==> src/rtl/sample_window_capture.sv <==
module sample_window_capture #(
  parameter int SW = 8,
  parameter int CW = 24,
  parameter int AW = 24
) (
  input  logic            clk,
  input  logic            rst_n,
  input  logic            run_en,
  input  logic            fire,
  input  logic [CW-1:0]   start_delay,
  input  logic [CW-1:0]   sample_count,
  input  logic [AW-1:0]   base_addr,
  input  logic [SW-1:0]   adc_data,
  input  logic            wr_ready,
  output logic            wr_valid,
  output logic [AW-1:0]   wr_addr,
  output logic [2*SW-1:0] wr_data,
  output logic            busy,
  output logic            done,
  output logic            overrun
);

  localparam int PW = CW - 1;

  typedef enum logic [1:0] {IDLE, WAIT, TAKE} st_t;

  st_t          st;
  logic [CW-1:0] dcnt;
  logic [PW-1:0] pairs;
  logic          half;
  logic [SW-1:0] lo;
  logic [AW-1:0] addr;
  logic          last_q;

  wire [PW-1:0] req_pairs = sample_count[CW-1:1];

  assign busy = (st != IDLE);

  always_ff @(posedge clk) begin
    if (!rst_n) begin
      st       <= IDLE;
      dcnt     <= '0;
      pairs    <= '0;
      half     <= 1'b0;
      lo       <= '0;
      addr     <= '0;
      last_q   <= 1'b0;
      wr_valid <= 1'b0;
      wr_addr  <= '0;
      wr_data  <= '0;
      done     <= 1'b0;
      overrun  <= 1'b0;
    end else begin
      wr_valid <= 1'b0;
      last_q   <= 1'b0;
      done     <= last_q;
      if (!run_en) begin
        st     <= IDLE;
        half   <= 1'b0;
        last_q <= 1'b0;
        done   <= 1'b0;
      end else begin
        case (st)
          IDLE: if (fire) begin
            overrun <= 1'b0;
            addr    <= base_addr;
            dcnt    <= start_delay;
            pairs   <= req_pairs;
            half    <= 1'b0;
            if (req_pairs == '0) done <= 1'b1;
            else                 st   <= WAIT;
          end
          WAIT: begin
            if (dcnt == '0) begin
              lo   <= adc_data;
              half <= 1'b1;
              st   <= TAKE;
            end else begin
              dcnt <= dcnt - 1'b1;
            end
          end
          TAKE: begin
            if (!half) begin
              lo   <= adc_data;
              half <= 1'b1;
            end else begin
              wr_valid <= 1'b1;
              wr_data  <= {adc_data, lo};
              wr_addr  <= addr;
              addr     <= addr + 1'b1;
              half     <= 1'b0;
              pairs    <= pairs - 1'b1;
              if (pairs == PW'(1)) begin
                st     <= IDLE;
                last_q <= 1'b1;
              end
            end
          end
          default: st <= IDLE;
        endcase
      end
      if (wr_valid && !wr_ready) overrun <= 1'b1;
    end
  end

endmodule

==> config.mk <==
export PLATFORM = sky130hd
export DESIGN_NAME = sample_window_capture
export DESIGN_NICKNAME = d
export VERILOG_FILES = /design/src/rtl/sample_window_capture.sv
export SDC_FILE = /design/constraint.sdc
export NUM_CORES = 1
export LEC_CHECK = 0
export ABC_AREA = 0
export BUFFER_PORTS_ARGS = -buffer_cell sky130_fd_sc_hd__buf_2
export CAP_MARGIN = 0
export CELL_PAD_IN_SITES_DETAIL_PLACEMENT = 0
export CELL_PAD_IN_SITES_GLOBAL_PLACEMENT = 1
export CORE_MARGIN = 2
export CORE_UTILIZATION = 40
export DETAILED_ROUTE_END_ITERATION = 8
export GPL_ROUTABILITY_DRIVEN = 0
export GPL_TIMING_DRIVEN = 0
export PLACE_DENSITY_LB_ADDON = 0.1
export SYNTH_ARGS = -nofsm -noshare
export SYNTH_HDL_FRONTEND = slang
export SYNTH_SLANG_ARGS = --single-unit
==> constraint.sdc <==
create_clock -name clk -period 2.45 [get_ports clk]
set_input_delay 0.1225 -clock clk [delete_from_list [all_inputs] [get_ports clk]]
set_output_delay 0.1225 -clock clk [all_outputs]
set_load 0.005 [all_outputs]
==> flow_metrics.py, run 1 <==
metrics = {
    "yosys": {
        "synth_top_family_by_area": "simple AND/OR/NAND/NOR gates",
        "synth_nets": 993,
        "synth-xor-area-share_pct": 0.393,
        "synthAdderAreaFrac_pct": 1.68,
        "syn_area_per_cell_um2": 7.44,
        "yosys.area.top_type": "dfxtp_1",
        "ys_async_sr_fraction_pct": 0,
        "synth-edff-count": 0,
        "muxShareOfSynthArea_pct": 2.45,
        "synth_simple_gate_area_share_pct": 27.5,
        "netlist_instances": 899,
        "synth_area_mm2": 0.00669,
        "yosysUniqueCellTypes": 68,
        "ys_seq_elements": 126,
        "yosys-top-cells-area": "dfxtp_1 (38%), nand2_1 (9.0%), a21oi_1 (8.9%)",
        "yosys.area.top_type_share_pct": 37.7,
        "seq_area_frac_synth_pct": 37.7,
        "yosys_warnings": 0,
        "synth_compound_area_share_pct": 25.5,
        "ys.flop_type": "dfxtp_1",
    },
    "finish": {
        "instances_no_fill": 1302,
        "drive_gt1_share_pct": 21.4,
        "final_common_cell": "nand2_1",
        "syn_to_final_growth_pct": 28.4,
        "post-route-util_pct": 52.1,
        "antenna_cells": 0,
        "design_area_mm2": 0.00859,
        "layout_common_cells": "nand2_1 (160), buf_2 (128), dfxtp_1 (125), a21oi_1 (118), nor2_1 (81)",
        "nets": 1163,
    },
    "grt": {
        "grt_pass1_vias": 7052,
        "grt.busiest_layer": "met2",
        "grt_pass1_wl_um": 38200,
        "met1_usage_pct": 36.0,
        "grt_remaining_overflow": 0,
        "grt_use_met2_pct": 46.4,
        "met3_usage_pct": 5.37,
        "antenna_found_initial": 0,
        "grt_usage_pct": 27.6,
        "grt_max_degree": 17,
    },
    "floorplanning": {
        "initial_utilization_pct": 40.6,
        "io_pins": 129,
        "num_rows": 47,
        "die_h_um": 133,
        "core_area_mm2": 0.0165,
        "die-area_mm2": 0.0178,
        "die_width_um": 133,
    },
    "detailed_routing": {
        "drc_errors": 0,
        "via_per_inst": 5.77,
        "vias": 7510,
        "drtIter0Drc": 576,
        "wl_um": 24800,
        "wire_per_inst_um": 19.1,
        "ant_nets": 0,
        "firstDrtPassIters": 6,
    },
    "critical_path": {
        "r2r_slack_ns": 0.03,
        "critPathKind": "register to register",
        "cp.required_ns": 2.73,
        "cp-start-kind": "register",
        "r2r_cells": 8,
        "r2r_end": "dcnt[16]$_SDFFE_PN0P_",
        "cp-end-kind": "register",
        "r2r_start": "dcnt[12]$_SDFFE_PN0P_",
        "cp_max_fo": 6,
        "arrival_ns": 2.70,
    },
    "timing": {
        "fin_skew_ns": 0.00951,
        "period_minus_slack_ns": 2.42,
        "finalSetupViolations": 0,
        "setup_ws_ns": 0.0311,
        "max_freq_mhz": 413,
        "timing.hold.ws_ns": -0.0105,
        "finalHoldViolCount": 1,
        "rsz0062_at_grt": "no",
        "slew_headroom_pct": 43.9,
        "worstMarginPinSlew_ns": 0.842,
        "post-route-period-util_pct": 98.7,
        "finalMaxSlewViolations": 0,
    },
    "job": {
        "cap_violations": 0,
    },
    "hold_path": {
        "hold_depth": 3,
        "holdPathEnd": "dcnt[11]$_SDFFE_PN0P_",
        "min_path_type": "primary input to register",
        "min_from": "start_delay[11]",
    },
    "placed_design": {
        "placed_cells": 1245,
        "place_area_mm2": 0.00760,
        "dp_hpwl_um": 17400,
        "portBuffers": 126,
        "place_ws_ns": -0.707,
    },
    "status": {
        "status": "finished with violations",
        "violations": "hold timing",
    },
    "cts": {
        "cts_htree_levels": 4,
        "clkSinkCount": 126,
        "cts_buffer_depth": 2,
        "path_clk_slew_ns": 0.07,
        "root_buffer": "clkbuf_16",
        "cts_tree": "done",
        "clkLatencyLatePin_ns": 0.43,
        "numCtsBuffers": 17,
    },
    "power": {
        "ir_worst_vdd_v": 0.000530,
        "power_leakage_nw": 3.32,
        "powerDensity_mw_per_mm2": 698,
    },
}
==> stage by stage <==
stage                     setup TNS [ns]  hold WS [ns]  total power [W]
after global routing                   0       0.00378          0.00622
after global placement            -45.28         0.383          0.00339
after detailed placement          -32.30         0.383          0.00339
after CTS                        -0.0106      0.000889          0.00592
final                                  0       -0.0105          0.00599
after floorplan                        0         0.258          0.00301
==> report_power, final <==
group / internal, W / switching [W] / leakage (nW) / total [W]
Sequential: 0.00215 / 0.000132 / 1.03 / 0.00229
Combinational: 0.000471 / 0.000755 / 2.02 / 0.00123
Clock: 0.00144 / 0.00104 / 0.271 / 0.00248
==> sequential cells by signal, indices dropped and copies added, names as in the netlist, 2 cells and up <==
| register | cells |
|---|---|
| wr_data | 16 |
| lo | 8 |
| pairs | 23 |
| st | 2 |
| dcnt | 24 |
| wr_addr | 24 |
| addr | 24 |
==> worst max-delay path by stage <==
stage                          start  slack [ns]                     end  cells past startpoint
5_1_grt           st[1]$_SDFFE_PN0P_       0.005    dcnt[1]$_SDFFE_PN0P_                      8
2_1_floorplan  dcnt[12]$_SDFFE_PN0P_        0.22      lo[1]$_SDFFE_PN0P_                      9
4_1_cts           st[0]$_SDFFE_PN0P_       -0.01   addr[20]$_SDFFE_PN0P_                      7
3_3_place_gp      st[0]$_SDFFE_PN0P_       -1.22  pairs[15]$_SDFFE_PN0P_                      9
3_5_place_dp      st[0]$_SDFFE_PN0P_       -0.71   addr[20]$_SDFFE_PN0P_                      8
6_report       dcnt[12]$_SDFFE_PN0P_        0.03   dcnt[16]$_SDFFE_PN0P_                      8
==> critical path, stage by stage (launching register included) <==
cell and delay [ns]:
dfxtp_4 0.36, or4_4 0.53, buf_6 0.15, nand4bb_4 0.22, buf_6 0.17, or3_4 0.39, nand4_1 0.10, a21boi_0 0.23
o22ai_1 0.12
==> synthesized netlist by cell type (9+ instances only) <==
master,number
o22ai_1,18
a31oi_1,11
ha_1,9
a211oi_1,10
o21ai_0,43
a21oi_1,119
nor2_1,82
a2bb2oi_1,9
mux2i_1,13
nand2_1,160
inv_1,18
nand3_1,21
nor3_1,28
and3_1,11
clkbuf_1,57
nand4_1,18
dfxtp_1,126
or3_1,13
nor2b_1,10
nor4_1,15
==> cells by family (layout without fill, tap and decap cells) <==
logic type	count (synthesis)	after routing
muxes	16	16
AOI/OAI and AO/OA	271	271
and+or+nand+nor	392	392
buffers and inverters	82	265
DFF	126	126
xor gates and xnor gates	3	3
adders and majority gates	9	9
==> routing by layer <==
layer / up-vias / routed length, µm
met5: - / 0
met4: 0 / 503
met3: 45 / 1590
met2: 297 / 11700
met1: 3555 / 11000
li1: 3613 / -
==> what timing repair did <==
| action | 4_1_cts | 5_1_grt |
|---|---|---|
| gates resized for setup | 26 | 36 |
| cloned | 0 | 1 |
| endpoints found under the hold margin | 20 | 0 |
| setup buffers | 10 | 3 |
| hold buffers | 12 | 0 |
| pin swaps | 5 | 4 |
| endpoints found under the setup margin | 115 | 75 |
==> cell type report <==
cell class / instances / area [µm²]
clock buffer: 18 / 439
clock inverter: 14 / 134
inverter: 18 / 67.6
buffer: 63 / 288
multi-input combinational: 691 / 4000
fill: 1684 / 7880
timing repair buffer: 152 / 857
sequential: 126 / 2530
tap: 220 / 275
Power figures use the tool's default switching activity.
==> run 2, diff against run 1 <==
PLACE_DENSITY_LB_ADDON = 0.3   (was 0.1)
==> run 2 against run 1 <==
The flow now finishes without violations. Setup slack better by 0.022 ns. Die area did not move. Cell area about the same. Flip-flop and latch count stayed put. Largest cell class unchanged. Highest routed layer unchanged.
==> flow_metrics.py, run 2 (synthesis results as in run 1) <==
metrics = {
    "cts": {
        "numCtsBuffers": 17,
        "root_buffer": "clkbuf_16",
        "path_clk_slew_ns": 0.06,
        "clkSinkCount": 126,
        "cts_tree": "done",
        "cts_htree_levels": 4,
        "cts_buffer_depth": 2,
        "clkLatencyLatePin_ns": 0.43,
    },
    "finish": {
        "post-route-util_pct": 52.2,
        "reg.largest.list": "addr (24), dcnt (24), wr_addr (24)",
        "syn_to_final_growth_pct": 28.5,
        "drive_gt1_share_pct": 20.9,
        "antenna_cells": 0,
        "final_common_cell": "nand2_1",
        "nets": 1167,
        "design_area_mm2": 0.00859,
        "layout_common_cells": "nand2_1 (160), buf_2 (130), dfxtp_1 (125), a21oi_1 (119), nor2_1 (80)",
    },
    "power": {
        "power_leakage_nw": 3.33,
        "ir_worst_vdd_v": 0.000531,
        "powerDensity_mw_per_mm2": 704,
    },
    "floorplanning": {
        "die_width_um": 133,
        "num_rows": 47,
        "core_area_mm2": 0.0165,
        "die-area_mm2": 0.0178,
        "io_pins": 129,
        "die_h_um": 133,
        "initial_utilization_pct": 40.6,
    },
    "detailed_routing": {
        "ant_nets": 0,
        "drtIter0Drc": 690,
        "drc_errors": 0,
        "firstDrtPassIters": 6,
        "wire_per_inst_um": 18.4,
        "vias": 7524,
        "wl_um": 24000,
        "via_per_inst": 5.76,
    },
    "hold_path": {
        "min_path_type": "primary input to register",
        "hold_depth": 3,
    },
    "critical_path": {
        "max_stage_delay_ns": 0.51,
        "crit_slowest_cell": "or4_1",
        "cp.required_ns": 2.77,
        "cp-end-kind": "register",
        "path_cells": "or4_1 -> buf_2 -> nand4bb_4 -> buf_6 -> o21ai_4 -> buf_4 -> nor4_1 -> a311o_1 -> and2_1",
        "arrival_ns": 2.72,
        "cp_max_fo": 8,
        "r2r_cells": 9,
        "cp-start-kind": "register",
        "critPathKind": "register to register",
    },
    "grt": {
        "grt_pass1_wl_um": 37200,
        "antenna_found_initial": 0,
        "grt_pass1_vias": 6939,
        "grt_usage_pct": 26.7,
        "grt_max_degree": 17,
        "grt_remaining_overflow": 0,
    },
    "placed_design": {
        "place_ws_ns": -0.664,
        "dp_hpwl_um": 17000,
        "portBuffers": 126,
        "place_area_mm2": 0.00760,
    },
    "status": {
        "status": "finished, final reports clean",
    },
    "timing": {
        "setup_ws_ns": 0.0529,
        "timing.hold.ws_ns": 0.0283,
        "worstMarginPinSlew_ns": 0.814,
        "finalMaxSlewViolations": 0,
        "fin_skew_ns": 0.00562,
        "max_freq_mhz": 417,
        "finalSetupViolations": 0,
        "finalHoldViolCount": 0,
        "period_minus_slack_ns": 2.40,
        "setup_tns_ns": 0,
        "slew_headroom_pct": 45.7,
        "post-route-period-util_pct": 97.8,
        "rsz0062_at_grt": "yes",
    },
    "job": {
        "cap_violations": 0,
    },
}
==> run 2: worst max-delay path, delay by kind of cell, from the launching register on <==
family | cells | cell delay, ns
and+or+nand+nor | 4 | 0.94
AOI/OAI and AO/OA | 2 | 0.50
buffers and inverters | 3 | 0.49
DFF | 1 | 0.35
==> run 2: layout make-up <==
type	instances	area, µm²
Buffer	63	275
Clock buffer	17	425
Clock inverter	15	164
Fill cell	1666	7880
Inverter	18	67.6
Multi-Input combinational cell	691	3970
Sequential cell	126	2520
Tap cell	220	275
Timing Repair Buffer	156	891
==> run 2: worst paths after layout <==
path                         endpoint  slack (ns)                     start
max reg2reg      dcnt[7]$_SDFFE_PN0P_        0.05     dcnt[12]$_SDFFE_PN0P_
min reg2reg  wr_data[10]$_SDFFE_PN0P_        0.45  wr_data[10]$_SDFFE_PN0P_
min             addr[14]$_SDFFE_PN0P_        0.03             base_addr[14]
max              dcnt[7]$_SDFFE_PN0P_        0.05     dcnt[12]$_SDFFE_PN0P_
==> run 2: report_power, final <==
part           internal [W]  leakage (nW)  switching (W)
Combinational      0.000470          2.02       0.000744
Sequential          0.00215          1.03       0.000130
Clock               0.00151         0.290        0.00104
Total               0.00414          3.33        0.00191
==> run 2: what timing repair did <==
item,CTS,global route
hold buffers,15,0
setup endpoints to repair,110,82
cloned,0,1
setup buffers,11,3
endpoints found under the hold margin,23,0
gates resized for setup,20,30
pin swaps,4,6
==> run 2: through the flow <==
stage	instances	power, W
2_1_floorplan	899	0.00301
3_3_place_gp	1245	0.00338
3_5_place_dp	1245	0.00338
4_1_cts	1303	0.00597
5_1_grt	1306	0.00628
6_report	1306	0.00605
==> run 2: metal layers <==
layer  track usage, %  vias up  part of all wire [%]
met5                0        -                     0
met4             9.52        0                   2.1
li1                 -     3612                     -
met2             42.5      346                    45
met1             36.5     3524                    45
met3             4.38       42                   7.8
